$ cat src/rtl/txarb_pkg.sv
// Shared constants and the length decode for the transmit arbiter.
// Assumes a 4-bit length code whose byte count saturates at 8.
package txarb_pkg;
    localparam int DLC_W     = 4;
    localparam int MAX_BYTES = 8;

    // Convert a length code to a data byte count, clamping large codes.
    function automatic logic [DLC_W-1:0] dlc_to_bytes(input logic [DLC_W-1:0] code);
        if (code > DLC_W'(MAX_BYTES)) begin
            return DLC_W'(MAX_BYTES);
        end
        return code;
    endfunction
endpackage

$ cat src/rtl/txarb_regs.sv
// Per-buffer register file: priority, length code and empty flag.
// Host access is allowed only on a one-hot select naming an empty buffer.
// Assumes the winner latch reports completion through done_set.
module txarb_regs
    import txarb_pkg::*;
#(
    parameter int NUM_BUF = 3,
    parameter int PRIO_W  = 8,
    parameter int IDX_W   = (NUM_BUF > 1) ? $clog2(NUM_BUF) : 1
) (
    input  logic                           clk,
    input  logic                           rst_n,
    input  logic                           sel_wr,
    input  logic [NUM_BUF-1:0]             sel_wdata,
    input  logic                           prio_wr,
    input  logic [PRIO_W-1:0]              prio_wdata,
    input  logic                           dlc_wr,
    input  logic [DLC_W-1:0]               dlc_wdata,
    input  logic                           clr_req,
    input  logic                           done_set,
    input  logic [IDX_W-1:0]               done_idx,
    output logic [NUM_BUF-1:0]             sel_q,
    output logic [NUM_BUF-1:0]             empty_q,
    output logic [NUM_BUF-1:0][PRIO_W-1:0] prio_q,
    output logic [NUM_BUF-1:0][DLC_W-1:0]  dlc_q,
    output logic [PRIO_W-1:0]              rdata
);
    logic              sel_one;
    logic [NUM_BUF-1:0] hit;
    logic [NUM_BUF-1:0] acc;

    // Select register update.
    always_ff @(posedge clk) begin
        if (!rst_n) sel_q <= '0;
        else if (sel_wr) sel_q <= sel_wdata;
    end

    // Decide whether the select value names exactly one buffer.
    always_comb begin
        sel_one = (sel_q != '0) && ((sel_q & (sel_q - NUM_BUF'(1))) == '0);
    end

    for (genvar g = 0; g < NUM_BUF; g++) begin : g_buf
        // Selection and access qualifiers for this buffer.
        always_comb begin
            hit[g] = sel_one && sel_q[g];
            acc[g] = hit[g] && empty_q[g];
        end

        // Priority register, writable only when access is granted.
        always_ff @(posedge clk) begin
            if (!rst_n) prio_q[g] <= '0;
            else if (prio_wr && acc[g]) prio_q[g] <= prio_wdata;
        end

        // Length code register, same gating as the priority.
        always_ff @(posedge clk) begin
            if (!rst_n) dlc_q[g] <= '0;
            else if (dlc_wr && acc[g]) dlc_q[g] <= dlc_wdata;
        end

        // Empty flag: refilled on completion, cleared by host request.
        always_ff @(posedge clk) begin
            if (!rst_n) empty_q[g] <= 1'b1;
            else if (done_set && (done_idx == IDX_W'(g))) empty_q[g] <= 1'b1;
            else if (clr_req && hit[g]) empty_q[g] <= 1'b0;
        end
    end

    // Gated read-back: only the accessible buffer contributes.
    always_comb begin
        rdata = '0;
        for (int i = 0; i < NUM_BUF; i++) begin
            if (acc[i]) rdata = rdata | prio_q[i];
        end
    end
endmodule

$ cat src/rtl/txarb_pick.sv
// Combinational minimum finder over the pending buffers.
// A linear chain in index order; strict less-than keeps the lower index on ties.
module txarb_pick
    import txarb_pkg::*;
#(
    parameter int NUM_BUF = 3,
    parameter int PRIO_W  = 8,
    parameter int IDX_W   = (NUM_BUF > 1) ? $clog2(NUM_BUF) : 1
) (
    input  logic [NUM_BUF-1:0]             pend,
    input  logic [NUM_BUF-1:0][PRIO_W-1:0] prio,
    input  logic [NUM_BUF-1:0][DLC_W-1:0]  dlc,
    output logic                           any,
    output logic [IDX_W-1:0]               idx,
    output logic [DLC_W-1:0]               code
);
    logic [NUM_BUF:0]               any_c;
    logic [NUM_BUF:0][PRIO_W-1:0]   best_c;
    logic [NUM_BUF:0][IDX_W-1:0]    idx_c;
    logic [NUM_BUF:0][DLC_W-1:0]    dlc_c;

    // Chain seed: nothing found yet.
    always_comb begin
        any_c[0]  = 1'b0;
        best_c[0] = '0;
        idx_c[0]  = '0;
        dlc_c[0]  = '0;
    end

    for (genvar g = 0; g < NUM_BUF; g++) begin : g_stage
        logic take;
        // Stage g replaces the running best only with a strictly smaller pending value.
        always_comb begin
            take        = pend[g] && (!any_c[g] || (prio[g] < best_c[g]));
            any_c[g+1]  = any_c[g] | pend[g];
            best_c[g+1] = take ? prio[g] : best_c[g];
            idx_c[g+1]  = take ? IDX_W'(g) : idx_c[g];
            dlc_c[g+1]  = take ? dlc[g] : dlc_c[g];
        end
    end

    // Chain result.
    always_comb begin
        any  = any_c[NUM_BUF];
        idx  = idx_c[NUM_BUF];
        code = dlc_c[NUM_BUF];
    end
endmodule

$ cat src/rtl/txarb_hold.sv
// Winner latch: captures the chosen buffer on the strobe and holds it
// until completion. Assumes the transmitter issues tx_done only for a held winner.
module txarb_hold
    import txarb_pkg::*;
#(
    parameter int IDX_W = 2
) (
    input  logic              clk,
    input  logic              rst_n,
    input  logic              pre_sof,
    input  logic              tx_done,
    input  logic              cand_any,
    input  logic [IDX_W-1:0]  cand_idx,
    input  logic [DLC_W-1:0]  cand_code,
    output logic              valid,
    output logic [IDX_W-1:0]  idx,
    output logic [DLC_W-1:0]  bytes,
    output logic              done_set
);
    // Completion is honoured only while a winner is held.
    always_comb begin
        done_set = valid && tx_done;
    end

    // Capture on strobe when idle, release on completion.
    always_ff @(posedge clk) begin
        if (!rst_n) begin
            valid <= 1'b0;
            idx   <= '0;
            bytes <= '0;
        end else if (done_set) begin
            valid <= 1'b0;
        end else if (pre_sof && !valid && cand_any) begin
            valid <= 1'b1;
            idx   <= cand_idx;
            bytes <= dlc_to_bytes(cand_code);
        end
    end
endmodule

$ cat src/rtl/txarb_top.sv
// Transmit buffer priority arbiter top: register file, minimum finder, winner latch.
// Assumes pre_sof is a single-cycle pulse from the frame transmitter.
module txarb_top
    import txarb_pkg::*;
#(
    parameter int NUM_BUF = 3,
    parameter int PRIO_W  = 8,
    localparam int IDX_W  = (NUM_BUF > 1) ? $clog2(NUM_BUF) : 1
) (
    input  logic               clk,
    input  logic               rst_n,
    input  logic               sel_wr,
    input  logic [NUM_BUF-1:0] sel_wdata,
    input  logic               prio_wr,
    input  logic [PRIO_W-1:0]  prio_wdata,
    input  logic               dlc_wr,
    input  logic [DLC_W-1:0]   dlc_wdata,
    input  logic               clr_req,
    output logic [PRIO_W-1:0]  prio_rdata,
    output logic [NUM_BUF-1:0] buf_sel,
    output logic [NUM_BUF-1:0] empty_flags,
    input  logic               pre_sof,
    input  logic               tx_done,
    output logic               win_valid,
    output logic [IDX_W-1:0]   win_idx,
    output logic [DLC_W-1:0]   win_bytes
);
    logic [NUM_BUF-1:0][PRIO_W-1:0] prio_q;
    logic [NUM_BUF-1:0][DLC_W-1:0]  dlc_q;
    logic                           done_set;
    logic                           cand_any;
    logic [IDX_W-1:0]               cand_idx;
    logic [DLC_W-1:0]               cand_code;

    txarb_regs #(.NUM_BUF(NUM_BUF), .PRIO_W(PRIO_W), .IDX_W(IDX_W)) u_regs (
        .clk        (clk),
        .rst_n      (rst_n),
        .sel_wr     (sel_wr),
        .sel_wdata  (sel_wdata),
        .prio_wr    (prio_wr),
        .prio_wdata (prio_wdata),
        .dlc_wr     (dlc_wr),
        .dlc_wdata  (dlc_wdata),
        .clr_req    (clr_req),
        .done_set   (done_set),
        .done_idx   (win_idx),
        .sel_q      (buf_sel),
        .empty_q    (empty_flags),
        .prio_q     (prio_q),
        .dlc_q      (dlc_q),
        .rdata      (prio_rdata)
    );

    txarb_pick #(.NUM_BUF(NUM_BUF), .PRIO_W(PRIO_W), .IDX_W(IDX_W)) u_pick (
        .pend (~empty_flags),
        .prio (prio_q),
        .dlc  (dlc_q),
        .any  (cand_any),
        .idx  (cand_idx),
        .code (cand_code)
    );

    txarb_hold #(.IDX_W(IDX_W)) u_hold (
        .clk       (clk),
        .rst_n     (rst_n),
        .pre_sof   (pre_sof),
        .tx_done   (tx_done),
        .cand_any  (cand_any),
        .cand_idx  (cand_idx),
        .cand_code (cand_code),
        .valid     (win_valid),
        .idx       (win_idx),
        .bytes     (win_bytes),
        .done_set  (done_set)
    );
endmodule

$ cat config.mk
export PLATFORM = sky130hd
export DESIGN_NAME = txarb_top
export DESIGN_NICKNAME = d
export VERILOG_FILES = /design/src/rtl/txarb_pkg.sv /design/src/rtl/txarb_regs.sv /design/src/rtl/txarb_pick.sv /design/src/rtl/txarb_hold.sv /design/src/rtl/txarb_top.sv
export SDC_FILE = /design/constraint.sdc
export NUM_CORES = 1
export LEC_CHECK = 0
export ABC_CLOCK_PERIOD_IN_PS = 8700
export BUFFER_PORTS_ARGS = -buffer_cell sky130_fd_sc_hd__buf_4
export CAP_MARGIN = 20
export CORE_ASPECT_RATIO = 0.6
export CORE_UTILIZATION = 45
export CTS_BUF_LIST = sky130_fd_sc_hd__clkbuf_8
export DETAILED_ROUTE_END_ITERATION = 7
export GPL_TIMING_DRIVEN = 0
export PLACE_DENSITY = 0.67
export SLEW_MARGIN = 20
export SYNTH_ARGS = -nofsm -noshare
export SYNTH_HDL_FRONTEND = slang
export SYNTH_SLANG_ARGS = --single-unit
$ cat constraint.sdc
create_clock -name clk -period 8.7 [get_ports clk]
set_clock_uncertainty 0.2 [all_clocks]
set_input_delay 1.305 -clock clk [delete_from_list [all_inputs] [get_ports clk]]
set_output_delay 1.305 -clock clk [all_outputs]
set_load 0.01 [all_outputs]
==> flow_metrics.py, run 1 <==
metrics = {
    "final_layout": {
        "final_cells": 454,
        "fill_cells": 559,
        "num_antenna_cells": 0,
        "final_cell_mix": "nand2_1 (49), dfxtp_1 (49), buf_4 (42)",
        "ratio_of_cells_with_drive_above_1_in_the_final_layout_pct": 14.7,
        "syn2layout_area_growth_pct": 19.7,
        "nNetsFinal": 410,
    },
    "global_route": {
        "grt_start_max_net_pins": 18,
        "grt.total_usage_pct": 26.5,
        "grt.overflow.total": 0,
        "antenna_found_initial": 0,
        "via_count_of_the_first_global_routing_pass": 2404,
        "first_pass_grt_wire_length_um": 12400,
    },
    "die": {
        "dieArea_mm2": 0.00634,
        "floorplan.core_area_mm2": 0.00568,
        "floorplan.io_pins": 44,
        "num_rows": 21,
        "chipHeight_um": 62.1,
        "floorplan.initialDensity_pct": 47.7,
        "die_width_um": 102,
    },
    "routing": {
        "drt_wl_total_um": 7850,
        "detail_route.first_pass.iterations": 6,
        "routed-via-count": 2668,
        "wl_per_cell_um": 17.3,
        "drtAntennaViolNets": 0,
        "drcViolationCount": 0,
        "drt_first_iter_violations": 259,
        "routed_via_density": 5.88,
    },
    "worst_hold_path": {
        "hold_path.startpoint": "u_regs.dlc_q[4]",
        "worstHoldEndpoint": "u_regs.dlc_q[4]",
        "hold_class": "reg -> reg",
        "worst_hold_path.num_cells": 2,
    },
    "yosys": {
        "synthCells": 324,
        "synthesis.yosys.warnings": 0,
        "post_synth.cell_area_avg_um2": 8.35,
        "asyncSetResetFlopFracSynth_pct": 0,
        "synth_ff_type": "dfxtp_1",
        "mappedNetlistNets": 361,
        "synth_cell_type_count": 42,
        "synth-seq-cells": 49,
        "synth_enable_flop_cells": 0,
        "ys_seq_area_share_pct": 36.2,
        "mapped_cell_area_mm2": 0.00271,
    },
    "sta": {
        "tns_ns": 0,
        "period_needed_ns": 4.93,
        "achievable-frequency_mhz": 203,
        "finalHoldViolCount": 0,
        "unrepaired_setup_endpoints_after_global_routing": "false",
        "setup_viol": 0,
        "worst_pin_slew_ns": 0.885,
        "timing.slew.headroom_pct": 40.2,
        "fin_crit_sh_pct": 56.7,
        "timing.final.max_slew_violations": 0,
    },
    "worst_setup_path": {
        "setup.worst_path.class": "reg -> reg",
        "cp_top_family": "compound AO/OA/AOI/OAI gates",
        "cp_cell_sequence": "clkbuf_1 -> nand2b_1 -> ha_1 -> a2111oi_4 -> o21ai_0 -> a21oi_2 -> clkbuf_1 -> o21ai_0 -> o31a_1 -> ha_1 -> a21oi_1 -> o21ai_0 -> a221o_1 -> or2_1 -> buf_6 -> a32o_1",
        "worstReg2RegEnd": "u_hold.idx[0]",
        "crit_arrival_ns": 4.94,
        "setup.worst_path.start_class": "register",
        "flop_to_flop_setup_slack_ns": 3.77,
        "critical_path.slowest_cell": "dfxtp_1",
        "critical-path-top-cell-by-count": "o21ai_0",
        "crit_path_max_fanout": 10,
        "critical_path.endpoint_type": "register",
        "critical-path-max-stage-delay_ns": 0.51,
        "reg2reg_depth": 16,
        "timing.critical_path.buf_inv": 3,
        "regToRegStartpoint": "u_regs.empty_q[0]",
        "worst_ep_required_time_ns": 8.71,
    },
    "clock_network": {
        "post_cts_buffers": 0,
        "clock_path_buffers": 2,
        "path_clk_slew_ns": 0.11,
        "clkLatencyLatePin_ns": 0.32,
        "cts_inserted_buffers": 5,
        "htree_levels": 2,
        "number_of_buffers_added_to_fix_hold_violations_after_cts": 0,
        "library_cell_used_as_clock_root_buffer": "clkbuf_8",
        "clock_sinks": 49,
        "postCtsResizedCells": 0,
        "tritoncts": "done",
    },
    "placed_design": {
        "detailed_place_hpwl_um": 6090,
        "port_buffers": 42,
        "numPlacedInstances": 446,
        "replace_congestion": 0.890,
    },
    "pwr": {
        "power.density_cell_area_mw_per_mm2": 145,
        "ir_worst_vdd_mv": 0.0722,
        "power_leakage_nw": 1.26,
        "finalPower_mw": 0.471,
    },
    "job": {
        "maxCapViolCount": 0,
    },
    "outcome": {
        "result_of_the_run": "finished, final reports clean",
    },
}
==> power breakdown <==
group | leakage [nW] | internal (mW) | total, mW | switching, mW
Combinational | 0.806 | 0.0246 | 0.0586 | 0.0339
Clock | 0.0603 | 0.0883 | 0.175 | 0.0870
Sequential | 0.397 | 0.230 | 0.238 | 0.00759
Total | 1.26 | 0.343 | 0.471 | 0.129
==> area by class of cell <==
cell class              instances  area [µm²]  share of cell area [%]
clock inverters                 3        50.0                    1.54
repair buffers                 42         315                    9.73
inverters                      13        48.8                    1.51
plain buffers                  20        82.6                    2.55
clock buffers                   5        68.8                    2.12
multi-input cells             242        1590                    49.2
well taps                      80         100                    3.09
flip-flops and latches         49         981                    30.3
==> how the worst max path moves through the flow <==
stage / start / end / slack, ns / depth (start not counted)
CTS: u_regs.empty_q[0] / u_hold.idx[0] / 3.86 / 16
finish: u_regs.empty_q[0] / u_hold.idx[0] / 3.77 / 16
detailed placement: u_regs.empty_q[0] / u_hold.idx[0] / 3.90 / 16
global route: u_regs.empty_q[0] / u_hold.bytes[3] / 3.45 / 16
floorplan: u_regs.empty_q[0] / u_hold.idx[0] / 4.50 / 16
global placement: u_regs.empty_q[0] / u_hold.idx[0] / 3.93 / 16
==> sequential cells by signal, indices dropped and copies added (netlist names) <==
signal and cells:
u_hold.valid 1, u_regs.dlc_q 12, u_regs.empty_q 3, u_hold.idx 2, u_regs.sel_q 3, u_regs.prio_q 24, u_hold.bytes 4
==> cell usage after synthesis, types with 8 or more instances <==
library cell | number | area [µm²]
a21boi_0 | 37 | 278
nor2_1 | 9 | 33.8
inv_1 | 13 | 48.8
o21ai_0 | 14 | 70.1
a222oi_1 | 8 | 80.1
nand3_1 | 41 | 205
ha_1 | 14 | 175
nand2_1 | 49 | 184
clkbuf_1 | 18 | 67.6
dfxtp_1 | 49 | 981
nand2b_1 | 9 | 56.3
==> layer usage <==
layer  vias up  routed length (µm)  share of wire, %  GRT usage [%]
met4         0                  36              0.46           5.51
met5         -                   0                 0              0
met2       120                3030                39           37.5
met3         5                 701               8.9           4.14
met1      1263                4080                52           41.8
li1       1280                   -                 -              -
==> worst register-to-register path: cells and delay by family, from the launching register on <==
family / cells / cell delay [ns]
compound gates: 9 / 2.24
simple gates: 2 / 0.44
buf+inv: 3 / 0.87
flops: 1 / 0.51
fa+ha+maj: 2 / 0.58
==> cells by family after synthesis <==
| group | Yosys count | synth area share [%] |
|---|---|---|
| adders and majority gates | 14 | 6.47 |
| AOI/OAI and AO/OA | 94 | 27.0 |
| buffers and inverters | 33 | 4.85 |
| DFF | 49 | 36.2 |
| muxes | 6 | 2.22 |
| and+or+nand+nor | 128 | 23.2 |
==> per-stage QoR <==
| step | setup slack [ns] | cell area (µm²) | util [%] | hold slack (ns) |
|---|---|---|---|---|
| 2_1_floorplan | 4.50 | 2710 | - | 0.243 |
| 3_3_place_gp | 3.93 | 3120 | 55.0 | 0.257 |
| 3_5_place_dp | 3.90 | 3120 | 55.0 | 0.261 |
| 4_1_cts | 3.86 | 3240 | 57.1 | 0.276 |
| 5_1_grt | 3.45 | 3240 | 57.1 | 0.289 |
| 6_report | 3.77 | 3240 | 57.1 | 0.273 |
No activity file was read; power rests on OpenSTA's default activity.
==> run 2: changes to the inputs <==
- ABC_CLOCK_PERIOD_IN_PS: 8700 -> 4990
- clock period: 8.7 -> 4.99 ns (I/O delays scaled with it)
==> flow_metrics.py, run 2 (same netlist as run 1, synthesis figures left out) <==
metrics = {
    "final_layout": {
        "num_antenna_cells": 0,
        "multi_input_comb_area_mm2": 0.00160,
        "nNetsFinal": 410,
        "final_cell_mix": "nand2_1 (49), dfxtp_1 (49), buf_4 (42)",
        "largest_regs": "u_regs.prio_q x24, u_regs.dlc_q x12, u_hold.bytes x4",
        "largest_reg_flops": 24,
        "top_register": "u_regs.prio_q",
        "ratio_of_cells_with_drive_above_1_in_the_final_layout_pct": 15.2,
        "final_cells": 454,
        "fill_cells": 557,
        "syn2layout_area_growth_pct": 20.1,
        "sequential_cell_area_um2": 981,
    },
    "worst_setup_path": {
        "worst_ep_required_time_ns": 5.00,
        "crit_arrival_ns": 4.62,
        "setup.worst_path.start_class": "register",
        "cp_cell_sequence": "clkbuf_2 -> nand2b_1 -> ha_1 -> a2111oi_4 -> o21ai_0 -> a21oi_4 -> clkbuf_2 -> o21ai_0 -> o31a_1 -> ha_1 -> a21oi_1 -> o21ai_0 -> a221o_1 -> or2_1 -> buf_6 -> a32o_1",
        "critical_path.slowest_cell": "dfxtp_1",
        "cp_top_family": "compound AO/OA/AOI/OAI gates",
        "crit_path_max_fanout": 10,
        "critical-path-top-cell-by-count": "o21ai_0",
        "regToRegStartpoint": "u_regs.empty_q[0]",
        "worstReg2RegEnd": "u_hold.idx[0]",
        "critical_path.endpoint_type": "register",
        "reg2reg_depth": 16,
        "setup.worst_path.class": "reg -> reg",
        "critical-path-max-stage-delay_ns": 0.50,
        "timing.critical_path.buf_inv": 3,
        "flop_to_flop_setup_slack_ns": 0.39,
    },
    "sta": {
        "fin_crit_sh_pct": 92.2,
        "tns_ns": 0,
        "achievable-frequency_mhz": 217,
        "timing.final.max_slew_violations": 0,
        "worst_pin_slew_ns": 0.905,
        "setup_viol": 0,
        "timing.slew.headroom_pct": 38.9,
        "timing.final.ws_setup_ns": 0.388,
        "unrepaired_setup_endpoints_after_global_routing": "false",
        "period_needed_ns": 4.60,
        "finalHoldViolCount": 0,
    },
    "placed_design": {
        "detailed_place_hpwl_um": 6090,
        "replace_congestion": 0.890,
        "place_ws_ns": 0.187,
        "numPlacedInstances": 446,
        "port_buffers": 42,
    },
    "die": {
        "floorplan.io_pins": 44,
        "die_width_um": 102,
        "dieArea_mm2": 0.00634,
        "num_rows": 21,
        "floorplan.initialDensity_pct": 47.7,
        "chipHeight_um": 62.1,
        "floorplan.core_area_mm2": 0.00568,
    },
    "clock_network": {
        "cts_inserted_buffers": 5,
        "htree_levels": 2,
        "clock_sinks": 49,
        "library_cell_used_as_clock_root_buffer": "clkbuf_8",
        "tritoncts": "done",
        "clkLatencyLatePin_ns": 0.31,
        "number_of_buffers_added_to_fix_hold_violations_after_cts": 0,
        "postCtsResizedCells": 0,
        "path_clk_slew_ns": 0.10,
        "post_cts_buffers": 0,
        "clock_path_buffers": 2,
    },
    "global_route": {
        "first_pass_grt_wire_length_um": 12400,
        "grt.total_usage_pct": 26.5,
        "antenna_found_initial": 0,
        "grt_start_max_net_pins": 18,
        "grt.overflow.total": 0,
        "via_count_of_the_first_global_routing_pass": 2404,
    },
    "pwr": {
        "internal-power_mw": 0.598,
        "power.density_cell_area_mw_per_mm2": 253,
        "finalPower_mw": 0.821,
        "power_leakage_nw": 1.27,
        "power_frac_comb_pct": 12.5,
        "power_switching_mw": 0.223,
        "ir_worst_vdd_mv": 0.125,
        "power_frac_clock_pct": 37.1,
        "power.switching_fraction_pct": 27.2,
        "p_seq_share_pct": 50.4,
    },
    "routing": {
        "drt_first_iter_violations": 221,
        "wl_per_cell_um": 17.3,
        "routed-via-count": 2652,
        "routed_via_density": 5.84,
        "drt_wl_total_um": 7880,
        "detail_route.first_pass.iterations": 5,
        "drtAntennaViolNets": 0,
        "drcViolationCount": 0,
    },
    "worst_hold_path": {
        "worstHoldEndpoint": "u_regs.dlc_q[4]",
        "worst_hold_path.num_cells": 2,
        "hold_path.startpoint": "u_regs.dlc_q[4]",
        "hold_class": "reg -> reg",
    },
    "job": {
        "maxCapViolCount": 0,
    },
    "outcome": {
        "result_of_the_run": "finished, final reports clean",
    },
}
[run 2: metrics by stage]
stage / cell area (µm²) / util, % / hold WS (ns)
5_1_grt: 3250 / 57.3 / 0.289
3_5_place_dp: 3120 / 55.0 / 0.261
6_report: 3250 / 57.3 / 0.272
2_1_floorplan: 2710 / - / 0.243
4_1_cts: 3240 / 57.1 / 0.276
3_3_place_gp: 3120 / 55.0 / 0.257
[run 2: routing by layer]
metal	up-vias	global-route usage, %	share of wire [%]
li1	1282	-	-
met1	1249	41.8	51
met2	115	37.5	38
met3	6	4.14	9.9
met4	0	5.51	0.44
met5	-	0	0
[run 2: cell type report]
cell class,instances,share of cell area [%]
multi-input combinational,242,49.3
sequential,49,30.2
timing repair buffer,42,9.70
tap,80,3.08
buffer,20,2.62
clock buffer,5,2.12
clock inverter,3,1.54
inverter,13,1.50
[run 2: power by group through the flow]
| stage | Combinational (mW) | Clock [mW] | Sequential, mW |
|---|---|---|---|
| 2_1_floorplan | 0.0575 | 0 | 0.419 |
| 3_3_place_gp | 0.0989 | 0 | 0.422 |
| 5_1_grt | 0.113 | 0.318 | 0.416 |
| 4_1_cts | 0.101 | 0.303 | 0.414 |
| 3_5_place_dp | 0.100 | 0 | 0.423 |
| 6_report | 0.103 | 0.305 | 0.414 |
[run 2: tightest hold or removal path: stages, from the launching register on]
cell and delay (ns):
dfxtp_1 0.33, nand2_1 0.05, a21boi_0 0.06
[run 2: how the worst max path moves through the flow]
stage                 startpoint         endpoint  cells past startpoint
2_1_floorplan  u_regs.empty_q[0]    u_hold.idx[0]                     16
3_3_place_gp   u_regs.empty_q[0]    u_hold.idx[0]                     16
3_5_place_dp   u_regs.empty_q[0]    u_hold.idx[0]                     16
4_1_cts        u_regs.empty_q[0]    u_hold.idx[0]                     16
5_1_grt        u_regs.empty_q[0]  u_hold.bytes[3]                     16
6_report       u_regs.empty_q[0]    u_hold.idx[0]                     16
